**config.mk**
```make
export PLATFORM = sky130hd
export DESIGN_NAME = periph_port_bridge
export DESIGN_NICKNAME = d
export VERILOG_FILES = /design/src/rtl/pdb_pkg.sv /design/src/rtl/pdb_regs.sv /design/src/rtl/pdb_dataport.sv /design/src/rtl/pdb_addrport.sv /design/src/rtl/periph_port_bridge.sv
export SDC_FILE = /design/constraint.sdc
export NUM_CORES = 1
export LEC_CHECK = 0
export ABC_CLOCK_PERIOD_IN_PS = 1900
export CAP_MARGIN = 5
export CORE_MARGIN = 2
export CORE_UTILIZATION = 40
export DETAILED_ROUTE_END_ITERATION = 8
export PLACE_DENSITY = 0.85
export SETUP_SLACK_MARGIN = 0.1
export SLEW_MARGIN = 20
export SYNTH_ARGS = -nofsm -noshare
export SYNTH_HDL_FRONTEND = slang
export SYNTH_HIERARCHICAL = 1
export SYNTH_SLANG_ARGS = --single-unit
```
**constraint.sdc**
```tcl
create_clock -name clk -period 1.9 [get_ports clk]
set_input_delay 0.19 -clock clk [delete_from_list [all_inputs] [get_ports clk]]
set_output_delay 0.19 -clock clk [all_outputs]
set_load 0.01 [all_outputs]
```
**src/rtl/pdb_pkg.sv**
```systemverilog
package pdb_pkg;
   localparam int unsigned REG_MODE = 0;
   localparam int unsigned DIR_BASE = 1;

   typedef enum logic [1:0] {
      XFER_IDLE,
      XFER_TO_PERIPH,
      XFER_FROM_PERIPH,
      XFER_CLASH
   } xfer_e;

   function automatic xfer_e classify(input logic rd_n, input logic wr_n);
      case ({rd_n, wr_n})
         2'b10:   return XFER_TO_PERIPH;
         2'b01:   return XFER_FROM_PERIPH;
         2'b00:   return XFER_CLASH;
         default: return XFER_IDLE;
      endcase
   endfunction
endpackage

```
**src/rtl/pdb_regs.sv**
```systemverilog
module pdb_regs #(
   parameter int DATA_W = 8,
   parameter int ADDR_W = 16,
   parameter int REG_AW = 2
) (
   input  logic              clk,
   input  logic              rst_n,
   input  logic [REG_AW-1:0] cfg_addr,
   input  logic              cfg_we,
   input  logic [DATA_W-1:0] cfg_wdata,
   output logic [DATA_W-1:0] cfg_rdata,
   output logic              mode_en,
   output logic [ADDR_W-1:0] dir
);
   localparam int DIR_BYTES = ADDR_W / DATA_W;

   logic              mode_q;
   logic [ADDR_W-1:0] dir_q;

   always_ff @(posedge clk or negedge rst_n) begin
      if (!rst_n)
         mode_q <= 1'b0;
      else if (cfg_we && cfg_addr == REG_AW'(pdb_pkg::REG_MODE))
         mode_q <= cfg_wdata[0];
   end

   for (genvar g = 0; g < DIR_BYTES; g++) begin : g_dir
      always_ff @(posedge clk or negedge rst_n) begin
         if (!rst_n)
            dir_q[g*DATA_W +: DATA_W] <= '0;
         else if (cfg_we && cfg_addr == REG_AW'(pdb_pkg::DIR_BASE + g))
            dir_q[g*DATA_W +: DATA_W] <= cfg_wdata;
      end
   end

   always_comb begin
      cfg_rdata = '0;
      if (cfg_addr == REG_AW'(pdb_pkg::REG_MODE))
         cfg_rdata[0] = mode_q;
      for (int b = 0; b < DIR_BYTES; b++)
         if (cfg_addr == REG_AW'(pdb_pkg::DIR_BASE + b))
            cfg_rdata = dir_q[b*DATA_W +: DATA_W];
   end

   assign mode_en = mode_q;
   assign dir     = dir_q;

   AST_DIR_LOW_WRITE: assert property (@(posedge clk) disable iff (!rst_n)
      (cfg_we && cfg_addr == REG_AW'(pdb_pkg::DIR_BASE)) |=> (dir[DATA_W-1:0] == $past(cfg_wdata)));
   AST_DIR_HOLD: assert property (@(posedge clk) disable iff (!rst_n)
      !cfg_we |=> $stable(dir));
endmodule

```
**src/rtl/pdb_dataport.sv**
```systemverilog
module pdb_dataport #(
   parameter int DATA_W = 8,
   parameter int NSEL   = 2
) (
   input  logic              clk,
   input  logic              rst_n,
   input  logic              mode_en,
   input  logic [NSEL-1:0]   psel_n,
   input  logic              rd_n,
   input  logic              wr_n,
   input  logic [DATA_W-1:0] cpu_d_i,
   input  logic [DATA_W-1:0] per_d_i,
   output logic [DATA_W-1:0] cpu_d_o,
   output logic              cpu_d_oe,
   output logic [DATA_W-1:0] per_d_o,
   output logic              per_d_oe
);
   import pdb_pkg::*;

   xfer_e kind;
   logic  sel_hit;
   logic  gate;

   assign kind     = classify(rd_n, wr_n);
   assign sel_hit  = ~&psel_n;
   assign gate     = mode_en & sel_hit;
   assign per_d_oe = gate && (kind == XFER_TO_PERIPH);
   assign cpu_d_oe = gate && (kind == XFER_FROM_PERIPH);
   assign per_d_o  = per_d_oe ? cpu_d_i : '0;
   assign cpu_d_o  = cpu_d_oe ? per_d_i : '0;

   AST_ONE_DIRECTION: assert property (@(posedge clk) disable iff (!rst_n)
      !(per_d_oe && cpu_d_oe));
   AST_MODE_OFF_QUIET: assert property (@(posedge clk) disable iff (!rst_n)
      !mode_en |-> (!per_d_oe && !cpu_d_oe));
   AST_NO_SELECT_QUIET: assert property (@(posedge clk) disable iff (!rst_n)
      (&psel_n) |-> (!per_d_oe && !cpu_d_oe));
   AST_STROBE_CLASH: assert property (@(posedge clk) disable iff (!rst_n)
      (!rd_n && !wr_n) |-> (!per_d_oe && !cpu_d_oe));
endmodule

```
**src/rtl/pdb_addrport.sv**
```systemverilog
module pdb_addrport #(
   parameter int ADDR_W = 16
) (
   input  logic              clk,
   input  logic              rst_n,
   input  logic              addr_le,
   input  logic [ADDR_W-1:0] cpu_addr,
   input  logic [ADDR_W-1:0] dir,
   output logic [ADDR_W-1:0] per_a_o,
   output logic [ADDR_W-1:0] per_a_oe
);
   logic [ADDR_W-1:0] addr_q;

   always_ff @(posedge clk or negedge rst_n) begin
      if (!rst_n)
         addr_q <= '0;
      else if (addr_le)
         addr_q <= cpu_addr;
   end

   assign per_a_o  = addr_q & dir;
   assign per_a_oe = dir;

   AST_LATCH_HOLD: assert property (@(posedge clk) disable iff (!rst_n)
      !addr_le |=> $stable(addr_q));
   AST_LATCH_LOAD: assert property (@(posedge clk) disable iff (!rst_n)
      addr_le |=> (addr_q == $past(cpu_addr)));
endmodule

```
**src/rtl/periph_port_bridge.sv**
```systemverilog
module periph_port_bridge #(
   parameter int DATA_W = 8,
   parameter int ADDR_W = 16,
   parameter int NSEL   = 2,
   parameter int REG_AW = 2
) (
   input  logic              clk,
   input  logic              rst_n,
   input  logic [ADDR_W-1:0] cpu_addr,
   input  logic              addr_le,
   input  logic [DATA_W-1:0] cpu_d_i,
   output logic [DATA_W-1:0] cpu_d_o,
   output logic              cpu_d_oe,
   input  logic              rd_n,
   input  logic              wr_n,
   input  logic [NSEL-1:0]   psel_n,
   input  logic [DATA_W-1:0] per_d_i,
   output logic [DATA_W-1:0] per_d_o,
   output logic              per_d_oe,
   output logic [ADDR_W-1:0] per_a_o,
   output logic [ADDR_W-1:0] per_a_oe,
   input  logic [REG_AW-1:0] cfg_addr,
   input  logic              cfg_we,
   input  logic [DATA_W-1:0] cfg_wdata,
   output logic [DATA_W-1:0] cfg_rdata
);
   localparam int DIR_BYTES = ADDR_W / DATA_W;

   if (ADDR_W % DATA_W != 0) begin : g_bad_width
      $error("ADDR_W must be a whole number of DATA_W bytes");
   end
   if (DIR_BYTES + 1 > (1 << REG_AW)) begin : g_bad_regspace
      $error("REG_AW too small for mode and direction registers");
   end
   if (NSEL < 1) begin : g_bad_nsel
      $error("NSEL must be at least 1");
   end

   logic              mode_en;
   logic [ADDR_W-1:0] dir;

   pdb_regs #(.DATA_W(DATA_W), .ADDR_W(ADDR_W), .REG_AW(REG_AW)) u_regs (
      .clk(clk), .rst_n(rst_n), .cfg_addr(cfg_addr), .cfg_we(cfg_we),
      .cfg_wdata(cfg_wdata), .cfg_rdata(cfg_rdata), .mode_en(mode_en), .dir(dir)
   );

   pdb_dataport #(.DATA_W(DATA_W), .NSEL(NSEL)) u_data (
      .clk(clk), .rst_n(rst_n), .mode_en(mode_en), .psel_n(psel_n),
      .rd_n(rd_n), .wr_n(wr_n), .cpu_d_i(cpu_d_i), .per_d_i(per_d_i),
      .cpu_d_o(cpu_d_o), .cpu_d_oe(cpu_d_oe), .per_d_o(per_d_o), .per_d_oe(per_d_oe)
   );

   pdb_addrport #(.ADDR_W(ADDR_W)) u_addr (
      .clk(clk), .rst_n(rst_n), .addr_le(addr_le), .cpu_addr(cpu_addr),
      .dir(dir), .per_a_o(per_a_o), .per_a_oe(per_a_oe)
   );
endmodule

```
==> qor.yml, run 1 <==
status: "finished clean"
grt_pass1_wl_mm: 7.22
final_cell_count_no_fill: 294
worst_slew_pin_slew_ns: 0.754
yosysWarningCount: 6
switching_share: 0.268
nNetsFinal: 292
skew_ns: 0
finalCritPeriodShare: 0.922
ir_worst_vdd_uv: 413
power_density_nw_per_um2: 738
power_frac_comb: 0.349
antenna_found_initial: 0
relSlewSlack: 0.497
start_kind: "primary input"
cts.sinks: 33
seq_area_frac_synth: 0.457
antennaDiodeCount: 0
drt_first_iter_violations: 59
synthTopCellsByArea: "dfrtp_1 46%, mux2_2 14%, mux2_4 8.3%, buf_4 6.6%, and2_1 5.5%"
timing.hold.ws_ns: 0.502
synth_cells: 138
portBuffers: 107
gp_congestion: 0.695
cts_buffers: 5
area_growth_pct: 63.4
rsz0062_at_grt: "no"
fp.dieW_um: 71.2
power_uw: 2180
ys_ff_latch: 33
path_clk_slew_ns: 0.06
vias: 1429
first_global_vias: 1432
fin_setup_tns_ns: 0
core_area_um2: 4350
clock_latency_ns: 0.28
p_switching_uw: 586
num_rows: 24
hold_path_class: "flip-flop to flip-flop"
worst-path-max-fanout: 7
p_int_uw: 1600
netlist_area_um2: 1810
finalHoldViolations: 0
wire_per_inst_um: 15.8
crit_type: "primary input to output port"
end_kind: "output port"
cap_viol_max_count: 0
fill_cells: 347
boundaryPins: 108
fp.dieArea_um2: 5070
cp.arrival_ns: 1.56
via_per_inst: 4.86
netlist.area_leader.share: 0.457
syn_avg_cell_area_um2: 13.1
drtAntennaViolNets: 0
synth_nets: 188
power_leakage_uw: 0.00149
initial_utilization: 0.415
dpl.cell_count: 282
fmax_mhz: 571
period_minus_slack_ns: 1.75
yosysTopAreaCell: "dfrtp_1"
first_pass_iters: 4
setup_viol: 0
cts.path.max_buffers: 2
power.clock.fraction: 0.244
cts_tree: "yes"
wl_mm: 4.65
required_ns: 1.71
final_cell_mix: "79 x clkdlybuf4s50_1, 33 x dfrtp_1, 23 x mux2_2"
setup_ws_ns: 0.149
die_h_um: 71.2
post-place-ws_ns: -0.0399
root_buffer: "clkbuf_8"
synth.distinct_cells: 20
dp_hpwl_mm: 3.39
seqPwrFrac: 0.407
grt_max_degree: 34
final_common_cell: "clkdlybuf4s50_1"
h-tree-depth: 2
grt_overflow: 0
grtUsageTotal: 0.185
maxSlewViolCount: 0
drc_errors: 0
drive_above_1_share: 0.277
final timing paths:
path | depth (start not counted) | endpoint | startpoint | slack [ns]
max | 6 | cfg_rdata[6] | cfg_addr[1] | 0.15
min | 1 | u_addr/addr_q[5]$_DFFE_PN0P_ | u_addr/addr_q[5]$_DFFE_PN0P_ | 0.50
max reg2reg | 2 | u_regs/mode_en$_DFFE_PN0P_ | u_regs/mode_en$_DFFE_PN0P_ | 1.01
min reg2reg | 1 | u_addr/addr_q[5]$_DFFE_PN0P_ | u_addr/addr_q[5]$_DFFE_PN0P_ | 0.50
max in group asynchronous | 2 | u_addr/addr_q[14]$_DFFE_PN0P_ | rst_n | 0.90
min in group asynchronous | 2 | u_regs/dir[8]$_DFFE_PN0P_ | rst_n | 0.51
through the flow:
stage / util / instance area (um2)
CTS: 0.672 / 2920
detailed placement: 0.646 / 2810
finish: 0.678 / 2950
floorplan: - / 1810
global placement: 0.646 / 2810
global route: 0.678 / 2950
Yosys cell counts:
cell,n
nor3b_1,1
buf_2,2
and2_2,2
a22o_1,7
buf_12,1
and3_1,8
a21boi_4,1
and2_1,16
and3_2,8
nor2b_2,1
buf_6,2
dfrtp_1,33
nor2b_1,2
and2b_1,1
buf_4,16
nand3b_4,2
mux2_4,10
o2bb2ai_1,1
mux2_2,23
mux2i_1,1
sequential cells by signal, indices dropped and copies added, names as in the netlist:
name and flops:
u_addr/addr_q 16, u_regs/dir 16, u_regs/mode_en 1
cell type report:
class,count,area (um2),share of cell area
clock buffer,7,86.3,0.0292
multi-input combinational,84,821,0.278
sequential,33,826,0.280
tap,52,65.1,0.0220
timing repair buffer,118,1160,0.391
power by group through the flow:
stage          Combinational [uW]  Sequential, uW  Clock [uW]
6_report                      761             888         532
5_1_grt                       813             904         578
4_1_cts                       769             889         543
3_5_place_dp                  754             903           0
3_3_place_gp                  746             897           0
2_1_floorplan                 411             874           0
layer usage:
layer  global-route usage  wire, um
met5                    0         0
met2                0.316      2290
met4               0.0671        42
met1                0.220      1900
met3               0.0549       426
kinds of logic (layout without fill, tap and decap cells):
kind of cell	count (synthesis)	in the layout	share of synthesized area
compound gates	9	9	0.0491
simple gates	41	41	0.167
buf+inv	21	125	0.0955
mux	34	34	0.232
flops	33	33	0.457
repair_timing:
action,4_1_cts,5_1_grt
endpoints found under the hold margin,11,0
setup endpoints to repair,26,7
setup buffers,3,1
cloned,0,0
hold buffers,1,0
resized for setup,22,9
worst max-delay path, stage by stage:
cell and delay, ns:
clkdlybuf4s50_1 0.52, nor2b_2 0.06, buf_4 0.16, buf_4 0.14
a22o_1 0.21, dlygate4sd2_1 0.28
(Power assumes the default switching activity.)
==> run 2, diff against run 1 <==
- SLEW_MARGIN: 20 -> 15
==> results of run 2 <==
No change in the layout: final DEF, timing and power equal those of run 1.
==> run 3, diff against run 2 <==
- ABC_CLOCK_PERIOD_IN_PS: 1900 -> 2100
- clock period: 1.9 -> 2.1 ns (I/O delays scaled with it)
==> run 3 against run 2 <==
Effect of this change:
- the flow now finishes with violations (negative hold slack)
- sequential power fell by 9.7%
- clock skew did not move
- first-iteration DRC count fell by 5.1%
- power fell by 9.3%
- clock-buffer cell count did not move
- global-route usage barely moved
- sequential share of layout area barely moved
- worst hold slack got worse by 0.52 ns
- wire length fell by 2.2%
- register-to-register slack improved by 0.21 ns
- critical endpoint is now cfg_rdata[7]
- largest cell class unchanged
==> qor.yml, run 3 (synthesized netlist as in run 1, its figures left out) <==
area_growth_pct: 63.3
finalHoldViolations: 33
root_buffer: "clkbuf_8"
via_per_inst: 4.79
fp.dieArea_um2: 5070
power_leakage_uw: 0.00138
antennaDiodeCount: 0
path_clk_slew_ns: 0.07
period_minus_slack_ns: 1.94
cp.arrival_ns: 1.73
antenna_found_initial: 0
die_h_um: 71.2
grtUsageTotal: 0.185
clock_latency_ns: 0.28
fmax_mhz: 516
violations: "negative hold slack"
h-tree-depth: 2
status: "finished, violations left"
fill_cells: 352
core_area_um2: 4350
relSlewSlack: 0.512
wl_mm: 4.55
drt_first_iter_violations: 56
cts.sinks: 33
rsz0062_at_grt: "no"
final_cell_mix: "100 x clkdlybuf4s50_1, 33 x dfrtp_1, 23 x mux2_2"
end_kind: "output port"
initial_utilization: 0.415
drtAntennaViolNets: 0
cts_tree: "yes"
cap_viol_max_count: 0
gp_congestion: 0.696
power_uw: 1980
worst-path-max-fanout: 7
first_pass_iters: 2
cts_buffers: 5
seq_area_um2: 826
multi_input_area_um2: 813
setup_viol: 0
boundaryPins: 108
fp.dieW_um: 71.2
nNetsFinal: 290
finalCritPeriodShare: 0.922
first_global_vias: 1415
num_rows: 24
power_density_nw_per_um2: 671
maxSlewViolCount: 0
vias: 1399
skew_ns: 0
crit_type: "primary input to output port"
final_common_cell: "clkdlybuf4s50_1"
required_ns: 1.89
worst_slew_pin_slew_ns: 0.732
final_cell_count_no_fill: 292
hold_path_class: "primary input to asynchronous set/reset pin"
ir_worst_vdd_uv: 405
drc_errors: 0
fin_setup_tns_ns: 0
grt_pass1_wl_mm: 7.20
dp_hpwl_mm: 3.34
timing.hold.ws_ns: -0.0152
grt_max_degree: 34
grt_overflow: 0
portBuffers: 107
dpl.cell_count: 282
wire_per_inst_um: 15.6
drive_above_1_share: 0.271
start_kind: "primary input"
cts.path.max_buffers: 2
run 3: cell count changes in the layout (fill, tap and decap cells not counted):
cell | previous run | this run
nor2b_4 | 1 | 0
dlygate4sd3_1 | 1 | 0
dlymetal6s2s_1 | 7 | 6
clkdlybuf4s50_1 | 79 | 100
nor2b_1 | 0 | 1
buf_4 | 9 | 8
dlygate4sd2_1 | 20 | 0
run 3: path summary, 6_finish.rpt:
check | start | to | slack, ns | cells after the start
max | cfg_addr[0] | cfg_rdata[7] | 0.16 | 5
min | rst_n | u_addr/addr_q[4]$_DFFE_PN0P_ | -0.02 | 1
min reg2reg | u_addr/addr_q[15]$_DFFE_PN0P_ | u_addr/addr_q[15]$_DFFE_PN0P_ | 0.50 | 1
max in group asynchronous | rst_n | u_addr/addr_q[6]$_DFFE_PN0P_ | 1.65 | 1
min in group clk | u_addr/addr_q[15]$_DFFE_PN0P_ | u_addr/addr_q[15]$_DFFE_PN0P_ | 0.50 | 1
max reg2reg | u_regs/mode_en$_DFFE_PN0P_ | u_regs/mode_en$_DFFE_PN0P_ | 1.22 | 2
run 3: layer usage:
layer | wire [um] | track usage
met5 | 0 | 0
met4 | 29 | 0.0566
met3 | 344 | 0.0633
met2 | 2230 | 0.306
met1 | 1940 | 0.230
run 3: timing repair:
item | 4_1_cts | 5_1_grt
gates resized for setup | 0 | 8
setup endpoints to repair | 9 | 11
pin swaps | 0 | 0
gates cloned | 0 | 0
hold buffers | 0 | 0
buffers inserted | 1 | 2
run 3: area by class of cell:
type                    instances  share of cell area
multi-input cells              84               0.276
flip-flops and latches         33               0.280
well taps                      52              0.0220
repair buffers                116               0.393
clock buffers                   7              0.0292
run 3: where the power goes:
part	total, uW	switching, uW	internal, uW
Combinational	698	234	465
Sequential	802	72.7	729
Clock	479	219	260
run 3: metrics by stage:
stage | setup slack [ns] | util | hold WS, ns | instance area (um2)
after floorplan | 1.01 | - | -0.0856 | 1810
after global placement | 0.144 | 0.646 | 0.310 | 2810
after detailed placement | 0.101 | 0.646 | 0.321 | 2810
after CTS | 0.141 | 0.670 | 0.00157 | 2920
after global routing | 0.0993 | 0.678 | 0.0493 | 2950
final | 0.163 | 0.678 | -0.0152 | 2950
run 3: critical path, cell delays in order:
cell             delay, ns
clkdlybuf4s50_1       0.51
nor2b_1               0.15
buf_4                 0.17
a22o_1                0.16
clkdlybuf4s50_1       0.53
